`config.mk`:
```
export PLATFORM = sky130hd
export DESIGN_NAME = spi_port
export DESIGN_NICKNAME = d
export VERILOG_FILES = /design/src/rtl/spi_port_pkg.sv /design/src/rtl/spi_mst_eng.sv /design/src/rtl/spi_slv_eng.sv /design/src/rtl/spi_port.sv
export SDC_FILE = /design/constraint.sdc
export NUM_CORES = 1
export LEC_CHECK = 0
export BUFFER_PORTS_ARGS = -buffer_cell sky130_fd_sc_hd__buf_4
export CAP_MARGIN = 20
export CORE_ASPECT_RATIO = 0.8
export CORE_MARGIN = 10
export CORE_UTILIZATION = 53
export DETAILED_ROUTE_END_ITERATION = 6
export GPL_TIMING_DRIVEN = 0
export PLACE_DENSITY_LB_ADDON = 0.2
export SYNTH_ARGS = -nofsm -noshare
export SYNTH_HDL_FRONTEND = slang
export SYNTH_SLANG_ARGS = --single-unit
```
`constraint.sdc`:
```
create_clock -name clk -period 2.74 [get_ports clk]
set_input_delay 0.548 -clock clk [delete_from_list [all_inputs] [get_ports clk]]
set_output_delay 0.548 -clock clk [all_outputs]
set_load 0.05 [all_outputs]
```
`src/rtl/spi_port_pkg.sv`:
```
package spi_port_pkg;
  localparam int DW = 8;
  localparam logic [1:0] ADDR_CTRL = 2'd0;
  localparam logic [1:0] ADDR_STAT = 2'd1;
  localparam logic [1:0] ADDR_DATA = 2'd2;

  typedef struct packed {
    logic       wcol;
    logic       rov;
    logic       en;
    logic       cpol;
    logic [3:0] mode;
  } ctrl_t;
endpackage

```
`src/rtl/spi_mst_eng.sv`:
```
module spi_mst_eng #(
  parameter int RATE0 = 4,
  parameter int RATE1 = 16,
  parameter int RATE2 = 64,
  parameter int W     = 8
) (
  input  logic         clk,
  input  logic         rst_n,
  input  logic         en,
  input  logic         halt,
  input  logic         cpol,
  input  logic         cpha,
  input  logic         smp,
  input  logic [1:0]   rate,
  input  logic         load,
  input  logic [W-1:0] load_byte,
  input  logic         sdi,
  output logic         sck,
  output logic         sdo,
  output logic         busy,
  output logic         done,
  output logic [W-1:0] rx_byte
);
  localparam int CW = $clog2(RATE2 / 2);
  localparam int BW = $clog2(W);

  logic [W-1:0]  sr;
  logic [CW-1:0] cnt, half_m1;
  logic [BW-1:0] bitc;
  logic          ph_b, samp, busy_q, tick;

  always_comb begin
    case (rate)
      2'd0:    half_m1 = CW'(RATE0 / 2 - 1);
      2'd1:    half_m1 = CW'(RATE1 / 2 - 1);
      default: half_m1 = CW'(RATE2 / 2 - 1);
    endcase
  end

  assign tick = busy_q && !halt && (cnt == half_m1);

  always_ff @(posedge clk or negedge rst_n) begin
    if (!rst_n) begin
      sr <= '0; cnt <= '0; bitc <= '0; ph_b <= 1'b0;
      samp <= 1'b0; busy_q <= 1'b0; done <= 1'b0;
    end else begin
      done <= 1'b0;
      if (!en) begin
        busy_q <= 1'b0; cnt <= '0; ph_b <= 1'b0; bitc <= '0;
      end else if (load && !busy_q) begin
        sr <= load_byte; busy_q <= 1'b1; cnt <= '0; ph_b <= 1'b0; bitc <= '0;
      end else if (busy_q && !halt) begin
        if (!tick) begin
          cnt <= cnt + 1'b1;
        end else begin
          cnt <= '0;
          if (!ph_b) begin
            ph_b <= 1'b1;
            samp <= sdi;
          end else begin
            ph_b <= 1'b0;
            sr   <= {sr[W-2:0], smp ? sdi : samp};
            bitc <= bitc + 1'b1;
            if (bitc == BW'(W - 1)) begin
              busy_q <= 1'b0;
              done   <= 1'b1;
            end
          end
        end
      end
    end
  end

  // active half is the second one for phase 0, the first one for phase 1
  assign sck     = cpol ^ (busy_q & (cpha ? ~ph_b : ph_b));
  assign sdo     = sr[W-1];
  assign busy    = busy_q;
  assign rx_byte = sr;

  // a halted transfer keeps its shift state and its timer
  p_halt_freeze_r7: assert property (@(posedge clk) disable iff (!rst_n)
    (busy_q && halt && en) |=> ($stable(sr) && $stable(cnt) && $stable(bitc)));

  // dropping the enable ends any transfer
  p_disable_abort_r13: assert property (@(posedge clk) disable iff (!rst_n)
    !en |=> !busy_q);
endmodule

```
`src/rtl/spi_slv_eng.sv`:
```
module spi_slv_eng #(
  parameter int W = 8
) (
  input  logic         clk,
  input  logic         rst_n,
  input  logic         en,
  input  logic         cpol,
  input  logic         cpha,
  input  logic         use_ss,
  input  logic         sck_in,
  input  logic         ss_n,
  input  logic         sdi,
  input  logic         load,
  input  logic [W-1:0] load_byte,
  output logic         sdo,
  output logic         busy,
  output logic         done,
  output logic [W-1:0] rx_byte
);
  localparam int BW = $clog2(W);

  logic [2:0]    sck_sy;
  logic [1:0]    ss_sy;
  logic [W-1:0]  sr;
  logic [BW-1:0] bitc;
  logic          samp, edge_seen, lead, trail, selected;

  always_ff @(posedge clk or negedge rst_n) begin
    if (!rst_n) begin
      sck_sy <= '0;
      ss_sy  <= '1;
    end else begin
      sck_sy <= {sck_sy[1:0], sck_in};
      ss_sy  <= {ss_sy[0], ss_n};
    end
  end

  assign edge_seen = sck_sy[1] ^ sck_sy[2];
  assign lead      = edge_seen && (sck_sy[1] != cpol);
  assign trail     = edge_seen && (sck_sy[1] == cpol);
  assign selected  = en && (!use_ss || !ss_sy[1]);

  always_ff @(posedge clk or negedge rst_n) begin
    if (!rst_n) begin
      sr <= '0; bitc <= '0; samp <= 1'b0; done <= 1'b0;
    end else begin
      done <= 1'b0;
      if (en && load && (bitc == '0)) begin
        sr <= load_byte;
      end else if (!selected) begin
        bitc <= '0;
      end else begin
        if (lead && !cpha) samp <= sdi;
        if (trail) begin
          sr   <= {sr[W-2:0], cpha ? sdi : samp};
          bitc <= bitc + 1'b1;
          if (bitc == BW'(W - 1)) done <= 1'b1;
        end
      end
    end
  end

  assign sdo     = sr[W-1];
  assign busy    = (bitc != '0);
  assign rx_byte = sr;

  // a finished byte always leaves the bit counter back at zero
  p_slave_wrap_r8: assert property (@(posedge clk) disable iff (!rst_n)
    done |-> !busy);

  // a deselected slave holds no partial byte
  p_deselect_restart_r9: assert property (@(posedge clk) disable iff (!rst_n)
    (en && use_ss && ss_sy[1] && !load) |=> !busy);
endmodule

```
`src/rtl/spi_port.sv`:
```
module spi_port
  import spi_port_pkg::*;
#(
  parameter int RATE0 = 4,
  parameter int RATE1 = 16,
  parameter int RATE2 = 64
) (
  input  logic       clk,
  input  logic       rst_n,
  input  logic       halt,
  input  logic       irq_en,
  input  logic       bus_wr,
  input  logic       bus_rd,
  input  logic [1:0] bus_addr,
  input  logic [7:0] bus_wdata,
  output logic [7:0] bus_rdata,
  output logic       byte_done,
  output logic       wake_req,
  output logic       sck_o,
  input  logic       sck_i,
  input  logic       ss_n,
  output logic       sdo,
  input  logic       sdi
);
  ctrl_t        ctrl_q;
  logic         smp_q, cke_q, bf_q;
  logic [DW-1:0] rxbuf_q, m_rx, s_rx;
  logic         is_slave, m_en, s_en, wr_ctrl, wr_stat, wr_data, rd_data;
  logic         active, load, m_busy, s_busy, m_done, s_done, done_any;
  logic         m_sdo, s_sdo;

  assign is_slave = ctrl_q.mode[2];
  assign m_en     = ctrl_q.en & ~is_slave;
  assign s_en     = ctrl_q.en & is_slave;
  assign wr_ctrl  = bus_wr && (bus_addr == ADDR_CTRL);
  assign wr_stat  = bus_wr && (bus_addr == ADDR_STAT);
  assign wr_data  = bus_wr && (bus_addr == ADDR_DATA);
  assign rd_data  = bus_rd && (bus_addr == ADDR_DATA);
  assign active   = m_busy | s_busy;
  assign load     = wr_data && ctrl_q.en && !active;
  assign done_any = m_done | s_done;

  spi_mst_eng #(.RATE0(RATE0), .RATE1(RATE1), .RATE2(RATE2), .W(DW)) u_mst (
    .clk(clk), .rst_n(rst_n), .en(m_en), .halt(halt), .cpol(ctrl_q.cpol),
    .cpha(~cke_q), .smp(smp_q), .rate(ctrl_q.mode[1:0]), .load(load),
    .load_byte(bus_wdata), .sdi(sdi), .sck(sck_o), .sdo(m_sdo),
    .busy(m_busy), .done(m_done), .rx_byte(m_rx));

  spi_slv_eng #(.W(DW)) u_slv (
    .clk(clk), .rst_n(rst_n), .en(s_en), .cpol(ctrl_q.cpol), .cpha(~cke_q),
    .use_ss(~ctrl_q.mode[0]), .sck_in(sck_i), .ss_n(ss_n), .sdi(sdi),
    .load(load), .load_byte(bus_wdata), .sdo(s_sdo), .busy(s_busy),
    .done(s_done), .rx_byte(s_rx));

  always_ff @(posedge clk or negedge rst_n) begin
    if (!rst_n) begin
      ctrl_q  <= '0;
      smp_q   <= 1'b0;
      cke_q   <= 1'b0;
      bf_q    <= 1'b0;
      rxbuf_q <= '0;
    end else begin
      if (wr_ctrl) begin
        ctrl_q.wcol <= ctrl_q.wcol & bus_wdata[7];
        ctrl_q.rov  <= ctrl_q.rov & bus_wdata[6];
        ctrl_q.en   <= bus_wdata[5];
        ctrl_q.cpol <= bus_wdata[4];
        ctrl_q.mode <= bus_wdata[3:0];
      end
      if (wr_stat) begin
        smp_q <= bus_wdata[7];
        cke_q <= bus_wdata[6];
      end
      if (wr_data && ctrl_q.en && active) ctrl_q.wcol <= 1'b1;
      if (done_any) begin
        if (bf_q && !rd_data) begin
          ctrl_q.rov <= 1'b1;
        end else begin
          rxbuf_q <= is_slave ? s_rx : m_rx;
          bf_q    <= 1'b1;
        end
      end else if (rd_data) begin
        bf_q <= 1'b0;
      end
    end
  end

  always_comb begin
    case (bus_addr)
      ADDR_CTRL: bus_rdata = ctrl_q;
      ADDR_STAT: bus_rdata = {smp_q, cke_q, 5'b0, bf_q};
      ADDR_DATA: bus_rdata = rxbuf_q;
      default:   bus_rdata = '0;
    endcase
  end

  assign byte_done = done_any;
  assign wake_req  = done_any & irq_en;
  assign sdo       = is_slave ? s_sdo : m_sdo;

  // a write that lands on a busy shifter raises the collision flag
  p_collision_r10: assert property (@(posedge clk) disable iff (!rst_n)
    (wr_data && ctrl_q.en && active) |=> ctrl_q.wcol);

  // completion over an unread byte flags overflow and keeps the old byte
  p_no_overflow_r11: assert property (@(posedge clk) disable iff (!rst_n)
    (done_any && bf_q && !rd_data) |=> (ctrl_q.rov && $stable(rxbuf_q)));

  // a data read with no completion empties the buffer
  p_read_clears_r12: assert property (@(posedge clk) disable iff (!rst_n)
    (rd_data && !done_any) |=> !bf_q);

  // a completion always leaves the buffer full
  p_done_fills_r5: assert property (@(posedge clk) disable iff (!rst_n)
    done_any |=> bf_q);
endmodule

```
==> metrics.md, run 1 <==
| Metric | Value |
|---|---|
| Number of distinct library cells after synthesis | 49 |
| Clock share of power | 31.3% |
| Rows | 24 |
| Die area | 8930 um^2 |
| First-pass GRT wire length | 10900 um |
| Sequential share of the synthesized area | 48.7% |
| ANT cells | 0 |
| RSZ-0062 raised after global routing | false |
| Total gr overflow | 0 |
| Clk_lat worst skew | roughly 0.34 ns |
| CTS Hold Buffers Added | 0 |
| Element type at the critical path end | primary output |
| Synth async-reset ratio | 100% |
| Design area | 3400 um^2 |
| CP endpoint | bus_rdata[0] |
| Max_cap viols | 0 |
| Post-CTS setup buffer count | 0 |
| Mapped Cells | 250 |
| Vias in the first global route | 2161 |
| Antenna Nets Post-Route | 0 |
| GRT Total Usage | 15.8% |
| Mapped Nets | 275 |
| Critical R2R Capture | u_mst.rx_byte[6]$_DFFE_PN0P_ |
| Normalized max-slew margin | 50.0% |
| Core area | 5410 um^2 |
| Worst EP required | 2.19 ns |
| Clock Skew | 0.00896 ns |
| Vias | 2030 |
| Max FO, Critical Path | 10 |
| Clock sinks | 57 |
| DP Wirelength | 4640 um |
| First-pass DRT Iterations | 4 |
| Syn Area/Cell | around 12 um^2 |
| DR vias/cell | 5.64 |
| GP Congestion | between 0.7 and 0.8 |
| Die height | 86.5 um |
| Final Hold Fails | 0 |
| H-tree depth | 3 |
| Setup CP Type | input port to primary output |
| NetSw | ~0.65 mW |
| Worst ir drop on vdd | 460 uV |
| Worst Path Arrival | 1.90 ns |
| Clock transition at the registers of the reported paths | 0.06 ns |
| # setup viols final | 0 |
| Critical Path Source | bus_addr[1] |
| Post-DP Area | 3240 um^2 |
| Routed length on met2 | ~2800 um |
| Leak | 1.55 nW |
| # port buffers | 30 |
| Startpoint Class | input port |
| Max Fclk | between 0.4 and 0.5 GHz |
| CTS root buf | clkbuf_8 |
| Critical R2R Launch | u_slv.bitc[0]$_DFFE_PN0P_ |
| Largest net degree at the start of global routing | 58 |
| Layout area overhead | 16.0% |
| Primary FF master, synth | dfrtp_1 |
| Tmin final | 2.44 ns |
| Post-Route WL | 6460 um |
| I/O pin cnt | 31 |
| Tcrit/Tclk final | roughly nine tenths |
| Combinational power share | 20.5% |
| Status | completed |
| Die W | 103 um |
| Worst-margin pin slew | 0.750 ns |
| Hold Path Class | input port to async pin |
| WL per Instance | 18.0 um |
| Number of flops mapped to enable cells by yosys | 0 |
| Metal3 WL | 348 um |
| Flop pwr share | 48.2% |
| Metal-1 WL | 3250 um |
| Yosys warns | 0 |
| Antenna violations before repair | 0 |
| Cell Pwr Density | 624 nW/um^2 |
| R2R depth | 6 |
| Max layer used | met4 |
| Internal cell power | 1.48 mW |
| Mapped Area | 2930 um^2 |
| Initial Utilization | approximately 54% |
| Register-to-register path setup slack | between 0.4 and 0.5 ns |
| Layout cells sized above 1 | roughly a third |
| CTS tree | yes |
| Initial DRC Count | 121 |
| Total CTS buffers | 9 |
| #FFs+latches synth | 57 |
| Nets | 316 |
| Clk buf depth | 2 |
| CTS resizes | 0 |
| Sw Ratio | 30.4% |
| Slew Limit Fails | 0 |
| Setup TNS | 0 ns |
| Drt drc | 0 |
-- power groups by stage --
stage / registers (mW) / logic (mW) / clock network, mW
2_1_floorplan: 1.01 / 0.321 / 0
3_3_place_gp: 1.03 / 0.430 / 0
3_5_place_dp: 1.04 / 0.436 / 0
4_1_cts: 1.02 / 0.439 / 0.682
5_1_grt: 1.04 / 0.473 / 0.714
6_report: 1.02 / 0.435 / 0.663
-- kinds of logic after synthesis --
logic type	share of synthesized area (%)
adders and majority gates	2.56
and+or+nand+nor	16.5
DFF	48.7
buffers and inverters	1.92
AOI/OAI and AO/OA	10.6
muxes	17.3
xor gates and xnor gates	2.39
-- routing by layer --
layer / vias to the layer above / global-route usage, %
met5: - / 0
met4: 0 / 6.05
met3: 13 / 5.33
met2: 40 / 22.7
met1: 989 / 21.4
li1: 988 / -
-- stage by stage --
stage / utilization [%] / std cells / hold WS [ns] / total power [mW] / setup WS (ns)
2_1_floorplan: - / 250 / 0.252 / 1.33 / 0.0225
3_3_place_gp: 59.9 / 345 / 0.336 / 1.46 / 0.308
3_5_place_dp: 59.9 / 345 / 0.336 / 1.47 / 0.323
4_1_cts: 62.9 / 360 / 0.289 / 2.14 / 0.299
5_1_grt: 62.9 / 360 / 0.299 / 2.22 / 0.226
6_report: 62.9 / 360 / 0.265 / 2.12 / 0.296
-- sequential cells by signal (all words and copies together) (netlist names), 2 cells and up --
register,flops
u_slv.sck_sy,3
rxbuf_q,8
ctrl_q,8
u_slv.ss_sy,2
u_slv.rx_byte,8
u_mst.cnt,5
u_mst.bitc,3
u_slv.bitc,3
u_mst.rx_byte,8
-- worst min path at each step --
| stage | to | slack, ns | start |
|---|---|---|---|
| after global placement | u_slv.sck_sy[1]$_DFF_PN0_ | 0.34 | u_slv.sck_sy[0]$_DFF_PN0_ |
| final | u_slv.done$_DFF_PN0_ | 0.26 | rst_n |
| after global routing | u_slv.ss_sy[0]$_DFF_PN1_ | 0.30 | ss_n |
| after CTS | cke_q$_DFFE_PN0P_ | 0.29 | rst_n |
| after floorplan | bf_q$_DFFE_PN0P_ | 0.25 | rst_n |
| after detailed placement | u_slv.sck_sy[1]$_DFF_PN0_ | 0.34 | u_slv.sck_sy[0]$_DFF_PN0_ |
-- critical path, cell delays in order --
cell and delay (ns):
buf_4 0.11, buf_1 0.57, nor2b_1 0.18, nand2_1 0.14
o21ai_0 0.11, buf_4 0.22
-- area by class of cell --
class	count	area (um^2)
fill	453	2000
multi-input combinational	182	1450
sequential	57	1430
timing repair buffer	30	225
clock buffer	11	141
tap	65	81.3
buffer	8	45.0
clock inverter	4	20.0
inverter	3	11.3
-- placed cells by master, fill, tap and decap left out, types with 5 or more instances in the layout --
| master | netlist | layout |
|---|---|---|
| dfrtp_1 | 55 | 55 |
| buf_4 | 0 | 30 |
| mux2_2 | 29 | 29 |
| mux2i_1 | 18 | 18 |
| nor2_1 | 18 | 18 |
| nand2_1 | 14 | 14 |
| a21oi_1 | 12 | 12 |
| o21ai_0 | 11 | 11 |
| clkbuf_8 | 0 | 10 |
| and2_2 | 8 | 8 |
| a221o_1 | 7 | 7 |
| nor2b_1 | 6 | 6 |
| ha_1 | 6 | 6 |
| clkbuf_1 | 4 | 5 |
-- synth_stat cells, types with 2 or more instances --
cell type / count / area share (%)
a21oi_1: 12 / 2.0
a221o_1: 7 / 2.4
a221o_2: 2 / 0.77
a22o_1: 2 / 0.60
and2_2: 8 / 2.0
and4_1: 2 / 0.60
buf_1: 2 / 0.26
buf_6: 2 / 0.77
clkbuf_1: 4 / 0.51
dfrtp_1: 55 / 47
dfstp_2: 2 / 1.8
ha_1: 6 / 2.6
inv_1: 3 / 0.38
mux2_2: 29 / 11
mux2i_1: 18 / 6.1
nand2_1: 14 / 1.8
nand3_1: 3 / 0.51
nand3b_1: 2 / 0.51
nand4_1: 2 / 0.43
nand4b_1: 2 / 0.60
nor2_1: 18 / 2.3
nor2b_1: 6 / 1.3
nor3_1: 4 / 0.68
nor3b_1: 2 / 0.51
o21ai_0: 11 / 1.9
o21bai_1: 2 / 0.51
or3_1: 2 / 0.43
xnor2_1: 4 / 1.2
xor2_1: 4 / 1.2
No activity file was read; power rests on OpenSTA's default activity.
==> inputs of run 2 (changes only) <==
--- a/config.mk
+++ b/config.mk
@@ -13,6 +13,7 @@
 export DETAILED_ROUTE_END_ITERATION = 6
 export GPL_TIMING_DRIVEN = 0
 export PLACE_DENSITY_LB_ADDON = 0.2
+export RECOVER_POWER = 25
 export SYNTH_ARGS = -nofsm -noshare
 export SYNTH_HDL_FRONTEND = slang
 export SYNTH_SLANG_ARGS = --single-unit
==> run 2 against run 1 <==
Against the previous run: cell area hardly changed; non-clock buffer count stayed put; setup slack stayed put; critical path depth stayed put; power hardly changed; sequential power hardly changed; clock power hardly changed; clock skew stayed put; count of clock-buffer cells in the layout stayed put; global-route usage stayed put.
==> metrics.md, run 2 (synthesized netlist as in run 1, its figures left out) <==
| Metric | Value |
|---|---|
| Antenna violations before repair | 0 (unchanged) |
| Nets | 316 (unchanged) |
| Max_cap viols | 0 (unchanged) |
| CTS resizes | 0 (unchanged) |
| # port buffers | 30 (unchanged) |
| Initial DRC Count | 121 (unchanged) |
| Critical R2R Capture | u_mst.rx_byte[6]$_DFFE_PN0P_ |
| Most common cell after layout, fill and taps aside | dfrtp_1 |
| Most frequent cells in the layout | dfrtp_1 (55), mux2_2 (29), buf_4 (27), mux2i_1 (18), nor2_1 (18) |
| Clock Skew | 0.00896 ns (unchanged) |
| GRT Total Usage | 15.8% (unchanged) |
| Element type at the critical path end | primary output |
| Critical-path cell list | buf_4, buf_1, nor2b_1, nand2_1, o21ai_0, buf_4 |
| Initial Utilization | 54.3% (unchanged) |
| ANT cells | 0 (unchanged) |
| Vias in the first global route | 2161 (unchanged) |
| I/O pin cnt | 31 (unchanged) |
| Worst stage delay on the critical path | 0.57 ns (about the same) |
| Status | completed |
| DP Wirelength | 4640 um (unchanged) |
| R2R depth | 6 (unchanged) |
| Die height | 86.5 um (unchanged) |
| Cell Pwr Density | 624 nW/um^2 (about the same) |
| CTS root buf | clkbuf_8 |
| Clock sinks | 57 (unchanged) |
| Setup CP Type | input port to primary output |
| Die area | 8930 um^2 (unchanged) |
| H-tree depth | 3 (unchanged) |
| Startpoint Class | input port |
| Worst-margin pin slew | 1.41 ns (+0.662 ns) |
| Slew Limit Fails | 0 (unchanged) |
| Clk buf depth | 2 (unchanged) |
| Layout cells sized above 1 | 33.6% (unchanged) |
| # setup viols final | 0 (unchanged) |
| Critical R2R Launch | u_slv.bitc[0]$_DFFE_PN0P_ |
| Max FO, Critical Path | 10 (unchanged) |
| Most frequent CP cell | buf_4 |
| Leak | 1.55 nW (about the same) |
| WHS Endpoint | u_slv.ss_sy[0]$_DFF_PN1_ |
| Register-to-register path setup slack | 0.46 ns (about the same) |
| Layout area overhead | 15.9% (about the same) |
| CTS tree | yes |
| Post-Route WL | 6460 um (about the same) |
| Antenna Nets Post-Route | 0 (unchanged) |
| Setup TNS | 0 ns (unchanged) |
| Filler cell count | 454 (+0.22%) |
| WL per Instance | 17.9 um (about the same) |
| Total gr overflow | 0 (unchanged) |
| Tmin final | 2.44 ns (unchanged) |
| Power Total | 2.12 mW (about the same) |
| First-pass DRT Iterations | 4 (unchanged) |
| Clock transition at the registers of the reported paths | 0.06 ns (about the same) |
| Total CTS buffers | 9 (unchanged) |
| Rows | 24 (unchanged) |
| Fin Hold WS | 0.314 ns (+0.0494 ns) |
| Hold Startpoint | ss_n |
| Hold Path Class | input port to register |
| Core area | 5410 um^2 (unchanged) |
| RSZ-0062 raised after global routing | false |
| DR vias/cell | 5.64 (unchanged) |
| Max Fclk | 0.409 GHz (unchanged) |
| Post-CTS setup buffer count | 0 (unchanged) |
| First-pass GRT wire length | 10900 um (unchanged) |
| Worst EP required | 2.19 ns (about the same) |
| Final Hold Fails | 0 (unchanged) |
| Post-layout util | 62.9% (about the same) |
| Drt drc | 0 (unchanged) |
| CTS Hold Buffers Added | 0 (unchanged) |
| Largest net degree at the start of global routing | 58 (unchanged) |
| Worst Path Arrival | 1.90 ns (about the same) |
| GP Congestion | 0.755 (unchanged) |
| Critical path's slowest cell | buf_1 |
| Die W | 103 um (unchanged) |
| Hold depth | 1 |
| Worst ir drop on vdd | 460 uV (about the same) |
| Normalized max-slew margin | 5.87% (-44 points) |
| Vias | 2030 (unchanged) |
| Clk_lat worst skew | 0.34 ns (about the same) |
| Tcrit/Tclk final | 89.2% (unchanged) |
run 2: routing by layer:
layer | track usage, % | part of all wire, % | vias to the layer above
met4 | 6.05 | 1.7 | 0
met3 | 5.33 | 5.4 | 13
met5 | 0 | 0 | -
li1 | - | - | 988
met1 | 21.4 | 50 | 989
met2 | 22.7 | 43 | 40
run 2: area by class of cell:
class / count / area, um^2 / share of cell area [%]
buffer: 8 / 45.0 / 1.33
clock buffer: 11 / 141 / 4.16
clock inverter: 4 / 20.0 / 0.589
inverter: 3 / 11.3 / 0.331
multi-input combinational: 182 / 1450 / 42.6
sequential: 57 / 1430 / 42.0
tap: 65 / 81.3 / 2.39
timing repair buffer: 30 / 223 / 6.55
run 2: report_power, final:
group	internal (mW)	total [mW]	switching [mW]
sequential	0.936	1.02	0.0878
combinational	0.199	0.434	0.235
clock	0.341	0.663	0.322
run 2: worst max path at each step:
stage | from | endpoint | slack, ns | cells past startpoint
CTS | bus_addr[1] | bus_rdata[0] | 0.30 | 6
finish | bus_addr[1] | bus_rdata[0] | 0.30 | 6
global route | bus_addr[1] | bus_rdata[0] | 0.23 | 6
floorplan | bus_addr[1] | bus_rdata[0] | 0.02 | 3
detailed placement | bus_addr[1] | bus_rdata[0] | 0.32 | 6
global placement | bus_addr[1] | bus_rdata[0] | 0.31 | 6
run 2: through the flow:
step	cell area, um^2	cells	setup slack (ns)
detailed placement	3240	345	0.323
CTS	3400	360	0.299
finish	3400	360	0.296
global placement	3240	345	0.308
global route	3400	360	0.226
floorplan	2930	250	0.0225
run 2: worst max-delay path: cells and delay by family:
family | cells | cell delay (ns)
AO/OA/AOI/OAI | 1 | 0.11
AND/OR/NAND/NOR | 2 | 0.32
buffers and inverters | 3 | 0.90
==> inputs of run 3 (changes only) <==
==> constraint.sdc (replaced) <==
create_clock -name clk -period 2.4 [get_ports clk]
set_input_delay 0.48 -clock clk [delete_from_list [all_inputs] [get_ports clk]]
set_output_delay 0.48 -clock clk [all_outputs]
set_load 0.05 [all_outputs]
==> run 3 against run 2 <==
Against the previous run: via count is 2.1% higher; sequential cell count stayed put; first-iteration DRC count is 26% higher; sequential power is 15% higher; non-clock buffer count is 1 lower; routed wire length is 1.4% lower; register-to-register slack worse by 0.38 ns; sequential share of layout area is 0.38 points lower; setup slack worse by 0.21 ns; final cell count is 0.28% lower; count of clock-buffer cells in the layout is 1 higher; clock power is 34% higher; critical path type is now register to register; largest cell class unchanged; highest routed layer unchanged.
==> metrics.md, run 3 (synthesized netlist as in run 1, its figures left out) <==
| Metric | Value |
|---|---|
| CTS tree | yes |
| Leak | 1.57 nW (+0.99%) |
| Rows | 24 (unchanged) |
| Die area | 8930 um^2 (unchanged) |
| Hold Startpoint | ss_n |
| Most frequent cells in the layout | dfrtp_1 (55), mux2_2 (29), buf_4 (27), mux2i_1 (18), nor2_1 (18) |
| Clk buf depth | 2 (unchanged) |
| Power Total | 2.55 mW (+20%) |
| Cell Pwr Density | 745 nW/um^2 (+19%) |
| Total gr overflow | 0 (unchanged) |
| I/O pin cnt | 31 (unchanged) |
| Design area | 3430 um^2 (+0.92%) |
| Non-Filler Instances | 359 (-0.28%) |
| Critical R2R Capture | u_mst.rx_byte[5]$_DFFE_PN0P_ |
| H-tree depth | 3 (unchanged) |
| Clock transition at the registers of the reported paths | 0.06 ns (about the same) |
| Post-layout util | 63.4% (+0.58 points) |
| Max_cap viols | 0 (unchanged) |
| Post-DP Area | 3240 um^2 (unchanged) |
| Register-to-register path setup slack | 0.08 ns (-0.38 ns) |
| Element type at the critical path end | register |
| Clock sinks | 57 (unchanged) |
| Worst Path Arrival | 2.53 ns (+0.63 ns) |
| Slew Limit Fails | 0 (unchanged) |
| Critical R2R Launch | u_slv.bitc[0]$_DFFE_PN0P_ |
| Final Hold Fails | 0 (unchanged) |
| Initial Utilization | 54.3% (unchanged) |
| Clk_lat worst skew | 0.34 ns (about the same) |
| ANT cells | 0 (unchanged) |
| Clock Skew | 0.00829 ns (-0.000677 ns) |
| CTS root buf | clkbuf_8 |
| Layout cells sized above 1 | 34.0% (+0.45 points) |
| Register area | 1430 um^2 (unchanged) |
| Filler cell count | 437 (-3.7%) |
| DP Wirelength | 4540 um (-2.3%) |
| First-pass GRT wire length | 11100 um (+1.8%) |
| Setup WS post-layout | 0.0825 ns (-0.214 ns) |
| Multi-input logic area | 1450 um^2 (unchanged) |
| Startpoint Class | register |
| Die W | 103 um (unchanged) |
| # setup viols final | 0 (unchanged) |
| Core area | 5410 um^2 (unchanged) |
| Nets | 315 (-0.32%) |
| WL per Instance | 17.7 um (-1.1%) |
| Antenna violations before repair | 0 (unchanged) |
| Vias in the first global route | 2169 (+0.37%) |
| DR vias/cell | 5.77 (+2.4%) |
| Antenna Nets Post-Route | 0 (unchanged) |
| Initial DRC Count | 153 (+26%) |
| Tmin final | 2.32 ns |
| # port buffers | 30 (unchanged) |
| Worst-margin pin slew | 1.44 ns (+0.0263 ns) |
| RSZ-0062 raised after global routing | false |
| Hold Path Class | input port to register |
| Vias | 2072 (+2.1%) |
| Die height | 86.5 um (unchanged) |
| GRT Total Usage | 16.1% (+0.30 points) |
| Worst ir drop on vdd | 431 uV (-6.3%) |
| Cells after DPL | 345 (unchanged) |
| Most common cell after layout, fill and taps aside | dfrtp_1 |
| WHS Endpoint | u_slv.ss_sy[0]$_DFF_PN1_ |
| Post-CTS setup buffer count | 0 (unchanged) |
| Tcrit/Tclk final | 96.6% |
| Max FO, Critical Path | 9 (-1) |
| Normalized max-slew margin | 4.12% (-1.8 points) |
| Largest net degree at the start of global routing | 58 (unchanged) |
| Worst EP required | 2.62 ns (+0.43 ns) |
| Setup TNS | 0 ns (unchanged) |
| Status | completed |
| GP Congestion | 0.762 (+0.98%) |
| Max Fclk | 0.431 GHz |
| Hold depth | 1 (unchanged) |
| Pre-CTS setup slack | 0.115 ns (-0.208 ns) |
| Fin Hold WS | 0.254 ns (-0.0602 ns) |
| Post-Route WL | 6370 um (-1.4%) |
| Drt drc | 0 (unchanged) |
| R2R depth | 6 (unchanged) |
| Total CTS buffers | 9 (unchanged) |
| Setup CP Type | register to register |
| First-pass DRT Iterations | 4 (unchanged) |
| Layout area overhead | 16.9% |
run 3: changes by cell type in the layout (fill, tap and decap cells not counted), sizes merged:
cell,before,now
clkinv,4,2
clkbuf,18,19
bufinv,0,1
buf,31,30
run 3: cell type report:
cell class / instances / area share (%)
Sequential cell: 57 / 41.7
Tap cell: 65 / 2.37
Clock buffer: 12 / 4.52
Buffer: 7 / 1.24
Multi-Input combinational cell: 182 / 42.2
Clock inverter: 3 / 1.17
Inverter: 3 / 0.328
Timing Repair Buffer: 30 / 6.49
run 3: critical path, stage by stage, from the launching register on:
cell and delay, ns:
dfrtp_1 0.40, inv_1 0.07, ha_1 0.15, or3b_4 0.42, nor2_2 0.50, mux2_2 0.40
mux2_2 0.26
run 3: worst max-delay path by stage:
stage	start	to	slack, ns	cells after the start
2_1_floorplan	bus_addr[1]	bus_rdata[0]	0.19	3
3_3_place_gp	bus_addr[1]	bus_rdata[0]	0.14	6
3_5_place_dp	u_slv.bitc[0]$_DFFE_PN0P_	u_mst.rx_byte[1]$_DFFE_PN0P_	0.12	6
4_1_cts	ctrl_q[2]$_DFFE_PN0P_	sdo	0.007	3
5_1_grt	u_slv.bitc[0]$_DFFE_PN0P_	u_mst.rx_byte[5]$_DFFE_PN0P_	0.01	6
6_report	u_slv.bitc[0]$_DFFE_PN0P_	u_mst.rx_byte[5]$_DFFE_PN0P_	0.08	6
run 3: report_power, final:
group	internal (mW)	switching, mW	leakage [nW]
sequential	1.07	0.0992	0.720
clock	0.527	0.364	0.102
combinational	0.228	0.268	0.744
run 3: layer usage:
layer / up-vias / routed length (um) / track usage, %
met1: 1023 / 3080 / 21.6
met2: 48 / 2740 / 22.7
li1: 994 / - / -
met5: - / 0 / 0
met3: 7 / 479 / 6.13
met4: 0 / 67 / 6.31
run 3: what timing repair did:
item	CTS	global route
hold buffers	0	0
endpoints found under the setup margin	0	2
gates resized for setup	0	1
